### config.mk
export PLATFORM = sky130hd
export DESIGN_NAME = imp_top
export DESIGN_NICKNAME = d
export VERILOG_FILES = /design/src/rtl/imp_pkg.sv /design/src/rtl/imp_ctrl.sv /design/src/rtl/imp_datapath.sv /design/src/rtl/imp_top.sv
export SDC_FILE = /design/constraint.sdc
export NUM_CORES = 1
export LEC_CHECK = 0
export BUFFER_PORTS_ARGS = -buffer_cell sky130_fd_sc_hd__buf_2
export CORE_UTILIZATION = 40
export DETAILED_ROUTE_END_ITERATION = 10
export HOLD_SLACK_MARGIN = 0.02
export PLACE_DENSITY = 0.74
export SLEW_MARGIN = 0
export SYNTH_ARGS = -nofsm -noshare
export SYNTH_HDL_FRONTEND = slang
export SYNTH_SLANG_ARGS = --single-unit
### constraint.sdc
create_clock -name clk -period 2.5 [get_ports clk]
set_clock_uncertainty 0.2 [all_clocks]
set_input_delay 0.25 -clock clk [delete_from_list [all_inputs] [get_ports clk]]
set_output_delay 0.25 -clock clk [all_outputs]
set_load 0.01 [all_outputs]
### src/rtl/imp_pkg.sv
package imp_pkg;
  localparam int BYTE_W   = 8;
  localparam int SECT_W   = 24;
  localparam int SECTIONS = 3;
  localparam int SECT_IDX_W = 2;

  localparam logic [2:0] ADR_STAGE0 = 3'd0;
  localparam logic [2:0] ADR_STAGE1 = 3'd1;
  localparam logic [2:0] ADR_STAGE2 = 3'd2;
  localparam logic [2:0] ADR_WADDR  = 3'd3;
  localparam logic [2:0] ADR_SEL    = 3'd4;
  localparam logic [2:0] ADR_UPDATE = 3'd5;
  localparam logic [2:0] ADR_BCLR   = 3'd6;
  localparam logic [2:0] ADR_BINC   = 3'd7;

  typedef struct packed {
    logic [SECT_W/BYTE_W-1:0] loadStage;
    logic                     loadAddr;
    logic                     loadSel;
    logic                     capture;
    logic [SECT_IDX_W-1:0]    section;
  } strobe_t;
endpackage

### src/rtl/imp_ctrl.sv
module imp_ctrl
  import imp_pkg::*;
#(
  parameter int CNT_W = 4
) (
  input  logic             clk,
  input  logic             rstN,
  input  logic             busWr,
  input  logic [2:0]       busAddr,
  input  logic             selRo,
  output strobe_t          stb,
  output logic             memWe,
  output logic [CNT_W-1:0] byteCnt
);
  localparam logic [SECT_IDX_W-1:0] LAST_SECT = SECT_IDX_W'(SECTIONS - 1);

  logic [SECT_IDX_W-1:0] wordSel;
  logic lastSect;
  logic clrByte, incByte;

  assign lastSect = (wordSel == LAST_SECT);
  assign clrByte  = busWr && (busAddr == ADR_BCLR);
  assign incByte  = busWr && (busAddr == ADR_BINC);

  always_comb begin
    stb = '0;
    stb.section = wordSel;
    if (busWr) begin
      unique case (busAddr)
        ADR_STAGE0: stb.loadStage[0] = 1'b1;
        ADR_STAGE1: stb.loadStage[1] = 1'b1;
        ADR_STAGE2: stb.loadStage[2] = 1'b1;
        ADR_WADDR:  stb.loadAddr = 1'b1;
        ADR_SEL:    stb.loadSel = 1'b1;
        ADR_UPDATE: stb.capture = 1'b1;
        default: ;
      endcase
    end
  end

  always_ff @(posedge clk) begin
    if (!rstN) begin
      wordSel <= '0;
      memWe   <= 1'b0;
      byteCnt <= '0;
    end else begin
      memWe <= stb.capture && lastSect && !selRo;
      if (stb.capture) wordSel <= lastSect ? '0 : wordSel + 1'b1;
      if (clrByte)      byteCnt <= '0;
      else if (incByte) byteCnt <= byteCnt + 1'b1;
    end
  end

  p_we_single_r4: assert property (@(posedge clk) disable iff (!rstN)
    memWe |=> !memWe);
  p_wrap_r4: assert property (@(posedge clk) disable iff (!rstN)
    (stb.capture && lastSect) |=> (wordSel == '0));
  p_advance_r3: assert property (@(posedge clk) disable iff (!rstN)
    (stb.capture && !lastSect) |=> (wordSel == $past(wordSel) + 1'b1));
  p_ro_no_write_r5: assert property (@(posedge clk) disable iff (!rstN)
    (stb.capture && selRo) |=> !memWe);
  p_byte_clr_r6: assert property (@(posedge clk) disable iff (!rstN)
    clrByte |=> (byteCnt == '0));
  p_byte_inc_r7: assert property (@(posedge clk) disable iff (!rstN)
    (incByte && !clrByte) |=> (byteCnt == $past(byteCnt) + 1'b1));
endmodule

### src/rtl/imp_datapath.sv
module imp_datapath
  import imp_pkg::*;
#(
  parameter int ADDR_W = 8,
  parameter int CNT_W  = 4,
  localparam int WORD_W = SECT_W * SECTIONS,
  localparam int WORD_BYTES = WORD_W / BYTE_W,
  localparam int STAGE_BYTES = SECT_W / BYTE_W
) (
  input  logic              clk,
  input  logic              rstN,
  input  strobe_t           stb,
  input  logic [BYTE_W-1:0] busWdata,
  input  logic              busRd,
  input  logic [CNT_W-1:0]  byteCnt,
  input  logic [WORD_W-1:0] memRdata,
  output logic [BYTE_W-1:0] busRdata,
  output logic [ADDR_W-1:0] memAddr,
  output logic              memSel,
  output logic [WORD_W-1:0] memWdata
);
  logic [SECT_W-1:0] stageReg;
  logic [SECT_W-1:0] bufSect [SECTIONS];

  for (genvar b = 0; b < STAGE_BYTES; b++) begin : g_stage
    always_ff @(posedge clk) begin
      if (!rstN) stageReg[b*BYTE_W +: BYTE_W] <= '0;
      else if (stb.loadStage[b]) stageReg[b*BYTE_W +: BYTE_W] <= busWdata;
    end
  end

  for (genvar s = 0; s < SECTIONS; s++) begin : g_sect
    always_ff @(posedge clk) begin
      if (!rstN) bufSect[s] <= '0;
      else if (stb.capture && stb.section == SECT_IDX_W'(s)) bufSect[s] <= stageReg;
    end
    assign memWdata[s*SECT_W +: SECT_W] = bufSect[s];

    p_capture_r3: assert property (@(posedge clk) disable iff (!rstN)
      (stb.capture && stb.section == SECT_IDX_W'(s)) |=> (bufSect[s] == $past(stageReg)));
  end

  always_ff @(posedge clk) begin
    if (!rstN) begin
      memAddr <= '0;
      memSel  <= 1'b0;
    end else begin
      if (stb.loadAddr) memAddr <= busWdata[ADDR_W-1:0];
      if (stb.loadSel)  memSel  <= busWdata[0];
    end
  end

  always_comb begin
    busRdata = '0;
    if (busRd) begin
      for (int i = 0; i < WORD_BYTES; i++) begin
        if (byteCnt == CNT_W'(i)) busRdata = memRdata[i*BYTE_W +: BYTE_W];
      end
    end
  end

  p_stage_hold_r2: assert property (@(posedge clk) disable iff (!rstN)
    (stb.loadStage == '0) |=> $stable(stageReg));
endmodule

### src/rtl/imp_top.sv
module imp_top
  import imp_pkg::*;
#(
  parameter int ADDR_W = 8,
  parameter int CNT_W  = 4,
  localparam int WORD_W = SECT_W * SECTIONS
) (
  input  logic              clk,
  input  logic              rstN,
  input  logic              busWr,
  input  logic              busRd,
  input  logic [2:0]        busAddr,
  input  logic [BYTE_W-1:0] busWdata,
  output logic [BYTE_W-1:0] busRdata,
  output logic              memWe,
  output logic [ADDR_W-1:0] memAddr,
  output logic              memSel,
  output logic [WORD_W-1:0] memWdata,
  input  logic [WORD_W-1:0] memRdata
);
  strobe_t stb;
  logic [CNT_W-1:0] byteCnt;

  imp_ctrl #(.CNT_W(CNT_W)) ctrl_i (
    .clk(clk), .rstN(rstN), .busWr(busWr), .busAddr(busAddr),
    .selRo(memSel), .stb(stb), .memWe(memWe), .byteCnt(byteCnt)
  );

  imp_datapath #(.ADDR_W(ADDR_W), .CNT_W(CNT_W)) dp_i (
    .clk(clk), .rstN(rstN), .stb(stb), .busWdata(busWdata), .busRd(busRd),
    .byteCnt(byteCnt), .memRdata(memRdata), .busRdata(busRdata),
    .memAddr(memAddr), .memSel(memSel), .memWdata(memWdata)
  );

  p_rd_idle_r9: assert property (@(posedge clk) disable iff (!rstN)
    !busRd |-> (busRdata == '0));
endmodule

==> results of run 1 <==
==> per-stage QoR <==
step | power [mW] | cells
2_1_floorplan | 2.24 | 452
3_3_place_gp | 2.40 | 772
3_5_place_dp | 2.41 | 772
4_1_cts | 3.78 | 797
5_1_grt | 3.90 | 797
6_report | 3.76 | 797
==> sequential cells by signal, summed over array words and instances, names as in the netlist <==
register,flops
ctrl_i.byteCnt,4
dp_i.stageReg,24
dp_i.bufSect,72
ctrl_i.memWe,1
dp_i.memSel,1
ctrl_i.wordSel,2
dp_i.memAddr,8
==> kinds of logic (layout without fill, tap and decap cells) <==
kind of cell,Yosys count,in the layout,synth area share
and+or+nand+nor,188,189,0.210
DFF,112,112,0.586
AOI/OAI and AO/OA,96,96,0.134
buffers and inverters,43,219,0.0419
muxes,9,9,0.0178
adders and majority gates,4,4,0.00991
==> what timing repair did <==
item                       4_1_cts  5_1_grt
setup endpoints to repair        8        8
gates resized for setup          7       19
gates cloned                     1        0
hold buffers                     8        0
hold endpoints to repair        23        0
pin swaps                        0        1
==> routing by layer <==
layer / up-vias / track usage / wire, µm
met4: 0 / 0.0693 / 200
met2: 165 / 0.340 / 6470
met3: 23 / 0.0572 / 899
met1: 1973 / 0.232 / 5230
met5: - / 0 / 0
li1: 1985 / - / -
==> area by class of cell <==
| class | instances | area [µm²] | area share |
|---|---|---|---|
| multi-input combinational | 298 | 1970 | 0.302 |
| timing repair buffer | 193 | 1040 | 0.160 |
| clock inverter | 5 | 48.8 | 0.00749 |
| tap | 168 | 210 | 0.0323 |
| inverter | 10 | 42.5 | 0.00653 |
| clock buffer | 11 | 233 | 0.0357 |
| sequential | 112 | 2970 | 0.456 |
==> tightest hold or removal path: cells and delay by family <==
| kind | cells | cell delay (ns) |
|---|---|---|
| buffers and inverters | 1 | 0.25 |
| AND/OR/NAND/NOR | 2 | 0.17 |
==> worst paths after layout <==
path                                         from                 to  cells after the start
worst max-delay path            ctrl_i.byteCnt[0]        busRdata[0]                      6
worst min-delay path                         rstN       ctrl_i.memWe                      3
worst max register to register  ctrl_i.byteCnt[1]  ctrl_i.byteCnt[2]                      4
worst min register to register        dp_i.memSel       ctrl_i.memWe                      1
==> placed cells by master, fill, tap and decap left out, types with 3 or more instances in the layout <==
cell type and count:
a221oi_1 11, a21oi_1 10, buf_2 176, edfxtp_1 72
clkbuf_16 9, o22ai_1 6, dlygate4sd3_1 8, dfxtp_1 37
a22oi_1 6, clkinv_2 3, nor2_1 7, o21ai_1 8
nand2b_1 3, and3_1 50, buf_4 7, o32a_1 6
a221oi_2 3, nor2b_1 14, o21ai_0 13, and2_1 28
a21o_1 3, a21boi_1 24, inv_1 8, mux2i_1 9
nand3b_1 3, nand2_1 60, nand3_1 5, ha_4 3
==> power by group through the flow <==
stage	clock network, mW	registers [mW]	logic [mW]
3_3_place_gp	0	2.08	0.323
6_report	1.37	2.04	0.349
2_1_floorplan	0	2.10	0.136
5_1_grt	1.48	2.04	0.379
4_1_cts	1.39	2.04	0.343
3_5_place_dp	0	2.08	0.330
==> metrics.yaml, run 1 <==
outcome: "finished, final reports clean"
p_seq_frac: 0.542
tritoncts: "done"
final_nets: 715
synth_fp_nets: 543
slew_headroom: 0.673
path_class: "reg2out"
required_ns: 2.05
min_period_ns: 2.40
first_pass_iters: 6
die_x_um: 114
grt_overflow: 0
netlist_area_um2: 5050
drive_gt1_frac: 0.355
ys_top_cells_by_count: "edfxtp_1 (72), nand2_1 (60), and3_1 (50), dfxtp_1 (40), and2_1 (28)"
ios: 177
critPathLaunchType: "register"
die_h_um: 114
antenna_found_initial: 0
diodes: 0
synth_edf_count: 72
clk_transition_reported_paths_ns: 0.07
final_core_util: 0.536
wire_per_inst_um: 16.1
via_per_inst: 5.20
ys.flop_type: "edfxtp_1"
cts_buffer_depth: 2
synth-seq-area-share: 0.586
track_usage: 0.196
numClockSinks: 112
layout_setup_ws_ns: 0.0962
yosys.area.top_type: "edfxtp_1"
cp_slowest_cell: "dfxtp_4"
path_cells: "ha_2 -> inv_1 -> o22ai_1 -> o32a_1 -> o21ai_1 -> buf_2"
cp_top_family: "compound AO/OA/AOI/OAI gates"
tns_ns: 0
place_area_um2: 6050
dpl_worst_slack_ns: 0.190
sw_frac_of_total: 0.217
worst_pin_slew_ns: 0.491
coreArea_um2: 12200
ant_nets: 0
yosysWarnings: 0
switching_power_mw: 0.815
yosysTopAreaCellShare: 0.428
pwr-share-comb: 0.093
cts_buffers: 9
numPortBuffers: 176
ys_ff_latch: 112
final_cell_area_um2: 6520
path_max_fanout: 8
synthMostInstantiatedCell: "edfxtp_1"
fin_crit_sh: 0.962
fmax_mhz: 416
grt_max_degree: 60
holdWs_ns: 0.181
rows: 40
synthTopCellsByArea: "edfxtp_1 (43%), dfxtp_1 (16%), and3_1 (6.2%)"
hold_viol_final: 0
dp_hpwl_um: 9210
start_util: 0.415
fill_cells: 1054
htreeDepth: 3
clock_latency_ns: 0.34
p_int_mw: 2.95
async_flop_share: 0
clkPwrFrac: 0.365
cts-root-buf: "clkbuf_16"
critPathBufInv: 2
gp_congestion: 0.766
r2r_slack_ns: 0.89
areaGrowthSynthToFinish_pct: 29.0
vias: 4146
end_kind: "output pin"
peakVddDrop_v: 0.000348
synth.distinct_cells: 43
power_density_nw_per_um2: 577
min_path_type: "in2reg"
p_leak_nw: 2.87
wirelength_um: 12800
dr.first_iter.drc_count: 216
report.final.slew_viol_count: 0
die_area_um2: 13100
crit_arrival_ns: 1.95
cpPeakStageDelay_ns: 0.38
setup_viol: 0
route.detailed.drc: 0
syn_area_per_cell_um2: 11.2
grt_pass1_vias: 3988
post-cts-setup-buffers: 0
cap_viol_max_count: 0
grt_pass1_wl_um: 19800
synthCells: 452
No activity file was read; power rests on OpenSTA's default activity.
==> inputs of run 2 (changes only) <==
--- a/config.mk
+++ b/config.mk
@@ -13,4 +13,5 @@
 export SLEW_MARGIN = 0
 export SYNTH_ARGS = -nofsm -noshare
 export SYNTH_HDL_FRONTEND = slang
+export SYNTH_HIERARCHICAL = 1
 export SYNTH_SLANG_ARGS = --single-unit
==> run 2 against run 1 <==
Global-route usage fell by 1.1 points. Clock-buffer cell count shrank 2. Largest cell class unchanged. Hold slack worse by 0.15 ns. Power about the same. Sequential power hardly changed. Highest routed layer unchanged.
==> metrics.yaml, run 2 <==
critPathBufInv: 1  # -1
placed_cells: 744  # -3.6%
critPathLaunch: "ctrl_i/byteCnt[3]"
post-cts-setup-buffers: 0  # unchanged
power_density_nw_per_um2: 586  # +1.6%
final_cell_area_um2: 6410  # -1.6%
fin_crit_sh: 0.930  # -0.0315
ys_top_cells_by_count: "and2_1 (72), edfxtp_1 (72), mux2i_1 (41), dfxtp_1 (40), nor2b_1 (39)"
htreeDepth: 3  # unchanged
final_cell_mix: "buf_2 (176), and2_1 (72), edfxtp_1 (72), mux2i_1 (41), dfxtp_1 (40)"
track_usage: 0.185  # -0.0113
pwr-share-comb: 0.084  # -0.009
ios: 177  # unchanged
place_area_um2: 6110  # +1.0%
p_int_mw: 2.87  # -2.6%
min_path_type: "in2reg"
yosys.area.top_type: "edfxtp_1"
gp_congestion: 0.812  # +6.1%
die_h_um: 114  # -0.44%
grt_max_degree: 41  # -32%
final_cells: 760  # -4.6%
drive_gt1_frac: 0.380  # +0.0255
critPathLaunchType: "register"
route.detailed.drc: 0  # unchanged
cap_viol_max_count: 0  # unchanged
peakVddDrop_v: 0.000377  # +8.5%
synth_fp_nets: 497  # -8.5%
synth_compound_area_frac: 0.0727  # -0.0615
final_common_cell: "buf_2"
crit_arrival_ns: 1.87  # -0.08 ns
areaGrowthSynthToFinish_pct: 28.1
fill_cells: 1108  # +5.1%
vias: 3696  # -11%
grt_overflow: 0  # unchanged
via_per_inst: 4.86  # -6.5%
synth_fa_ha_area_frac: 0.00250  # -0.00741
rows: 40  # unchanged
clkPwrFrac: 0.373  # +0.008
r2r_start: "ctrl_i/byteCnt[1]"
end_kind: "output pin"
setup_viol: 0  # unchanged
p_leak_nw: 2.63  # -8.6%
cts-root-buf: "clkbuf_16"
path_max_fanout: 8  # unchanged
tritoncts: "done"
worst_pin_slew_ns: 0.604  # +0.113 ns
grt_pass1_vias: 3625  # -9.1%
diodes: 0  # unchanged
fmax_mhz: 430  # +3.4%
wirelength_um: 12000  # -6.4%
dr.first_iter.drc_count: 233  # +7.9%
outcome: "finished, final reports clean"
numPortBuffers: 176  # unchanged
cp_top_family: "simple AND/OR/NAND/NOR gates"
cts_buffers: 9  # unchanged
numClockSinks: 112  # unchanged
rsz0062_at_grt: "false"
synthTopCellsByArea: "edfxtp_1 (43%), dfxtp_1 (16%), and2_1 (9.0%)"
final_core_util: 0.529  # -0.00636
p_seq_frac: 0.542  # about the same
total_power_mw: 3.76  # about the same
synthCells: 409  # -9.5%
final_nets: 675  # -5.6%
die_x_um: 114  # -0.44%
slew_headroom: 0.597  # -0.0755
ys_ff_latch: 112  # unchanged
switching_power_mw: 0.888  # +8.9%
synth_edf_count: 72  # unchanged
synth_top_family_by_area: "simple AND/OR/NAND/NOR gates"
synth.distinct_cells: 43  # unchanged
grt_pass1_wl_um: 18400  # -7.5%
sw_frac_of_total: 0.236  # +0.0195
synth_mux_area_frac: 0.109  # +0.0911
largest_register: "dp_i/bufSect"
cts_hold_buf: 0  # -8
clk_transition_reported_paths_ns: 0.08  # about the same
ys.flop_type: "edfxtp_1"
synth-seq-area-share: 0.592  # +0.00528
ant_nets: 0  # unchanged
coreArea_um2: 12100  # -0.41%
cpPeakStageDelay_ns: 0.49  # +0.11 ns
cts_buffer_depth: 2  # unchanged
antenna_found_initial: 0  # unchanged
report.final.slew_viol_count: 0  # unchanged
yosysWarnings: 6  # +6
start_util: 0.413  # -0.00200
hold_viol_final: 0  # unchanged
first_pass_iters: 4  # -2
clock_latency_ns: 0.35  # about the same
post_cts_resized: 0  # -7
die_area_um2: 13000  # -0.87%
dp_hpwl_um: 8700  # -5.5%
required_ns: 2.05  # about the same
min_period_ns: 2.32  # -0.0788 ns
largest_reg_flops: 72  # unchanged
worstHoldStart: "busWdata[7]"
cp_slowest_cell: "dfxtp_1"
yosys.area_share.simple: 0.200  # -0.00961
netlist_area_um2: 5010  # -0.89%
tns_ns: 0  # unchanged
synth_xor_area_frac: 0  # unchanged
syn_area_per_cell_um2: 12.2  # +9.5%
yosysTopAreaCellShare: 0.432  # +0.00385
wire_per_inst_um: 15.8  # -1.8%
async_flop_share: 0  # unchanged
path_cells: "nand2b_1 -> or3_1 -> o21ai_0 -> a31oi_1 -> buf_2"
reg.largest.list: "dp_i/bufSect: 72 flops, dp_i/stageReg: 24 flops, dp_i/memAddr: 8 flops"
path_class: "reg2out"
## run 2: cell count changes after synthesis, sizes merged, moves of 10 or more
cell    before  now
and3        51    1
mux2         0   12
a21boi      26    0
nor2b       15   40
nand2       60   10
mux2i        9   41
buf         18    8
a221oi      14    0
and2        28   72
o21ai       21    9
## run 2: layout make-up
class / instances / area [µm²] / area share
well taps: 168 / 210 / 0.0328
repair buffers: 189 / 991 / 0.155
clock buffers: 9 / 225 / 0.0351
clock inverters: 7 / 68.8 / 0.0107
inverters: 4 / 15.0 / 0.00234
flip-flops and latches: 112 / 2960 / 0.462
multi-input cells: 271 / 1940 / 0.302
## run 2: cell families after synthesis
group                    Yosys count
AND/OR/NAND/NOR                  164
flip-flops                       112
AO/OA/AOI/OAI                     53
multiplexers                      53
buffers and inverters             26
adder cells (fa/ha/maj)            1
## run 2: layer usage
layer | up-vias | GRT usage | part of all wire
li1 | 1815 | - | -
met1 | 1740 | 0.233 | 0.44
met2 | 121 | 0.325 | 0.50
met3 | 20 | 0.0393 | 0.048
met4 | 0 | 0.0450 | 0.015
met5 | - | 0 | 0
## run 2: final timing paths
path / end / slack (ns) / depth (start not counted)
max: busRdata[7] / 0.18 / 5
min: dp_i/stageReg[15] / 0.03 / 3
min reg2reg: ctrl_i/memWe / 0.28 / 1
max reg2reg: ctrl_i/byteCnt[2] / 0.92 / 4
## run 2: power by group through the flow
| stage | clock network (mW) | registers, mW | logic, mW |
|---|---|---|---|
| after floorplan | 0 | 2.11 | 0.120 |
| final | 1.40 | 2.04 | 0.317 |
| after detailed placement | 0 | 2.08 | 0.318 |
| after global placement | 0 | 2.08 | 0.308 |
| after CTS | 1.43 | 2.04 | 0.318 |
| after global routing | 1.51 | 2.05 | 0.341 |
## run 2: through the flow
stage                     hold slack [ns]  worst slack [ns]
after floorplan                     0.191            0.0430
after global placement              0.257             0.577
after detailed placement            0.262             0.512
after CTS                          0.0235             0.118
after global routing               0.0335            0.0348
final                              0.0287             0.175
## run 2: worst min-delay path, delay by kind of cell
family | cells | cell delay, ns
buffers and inverters | 1 | 0.12
muxes | 1 | 0.08
and+or+nand+nor | 1 | 0.09
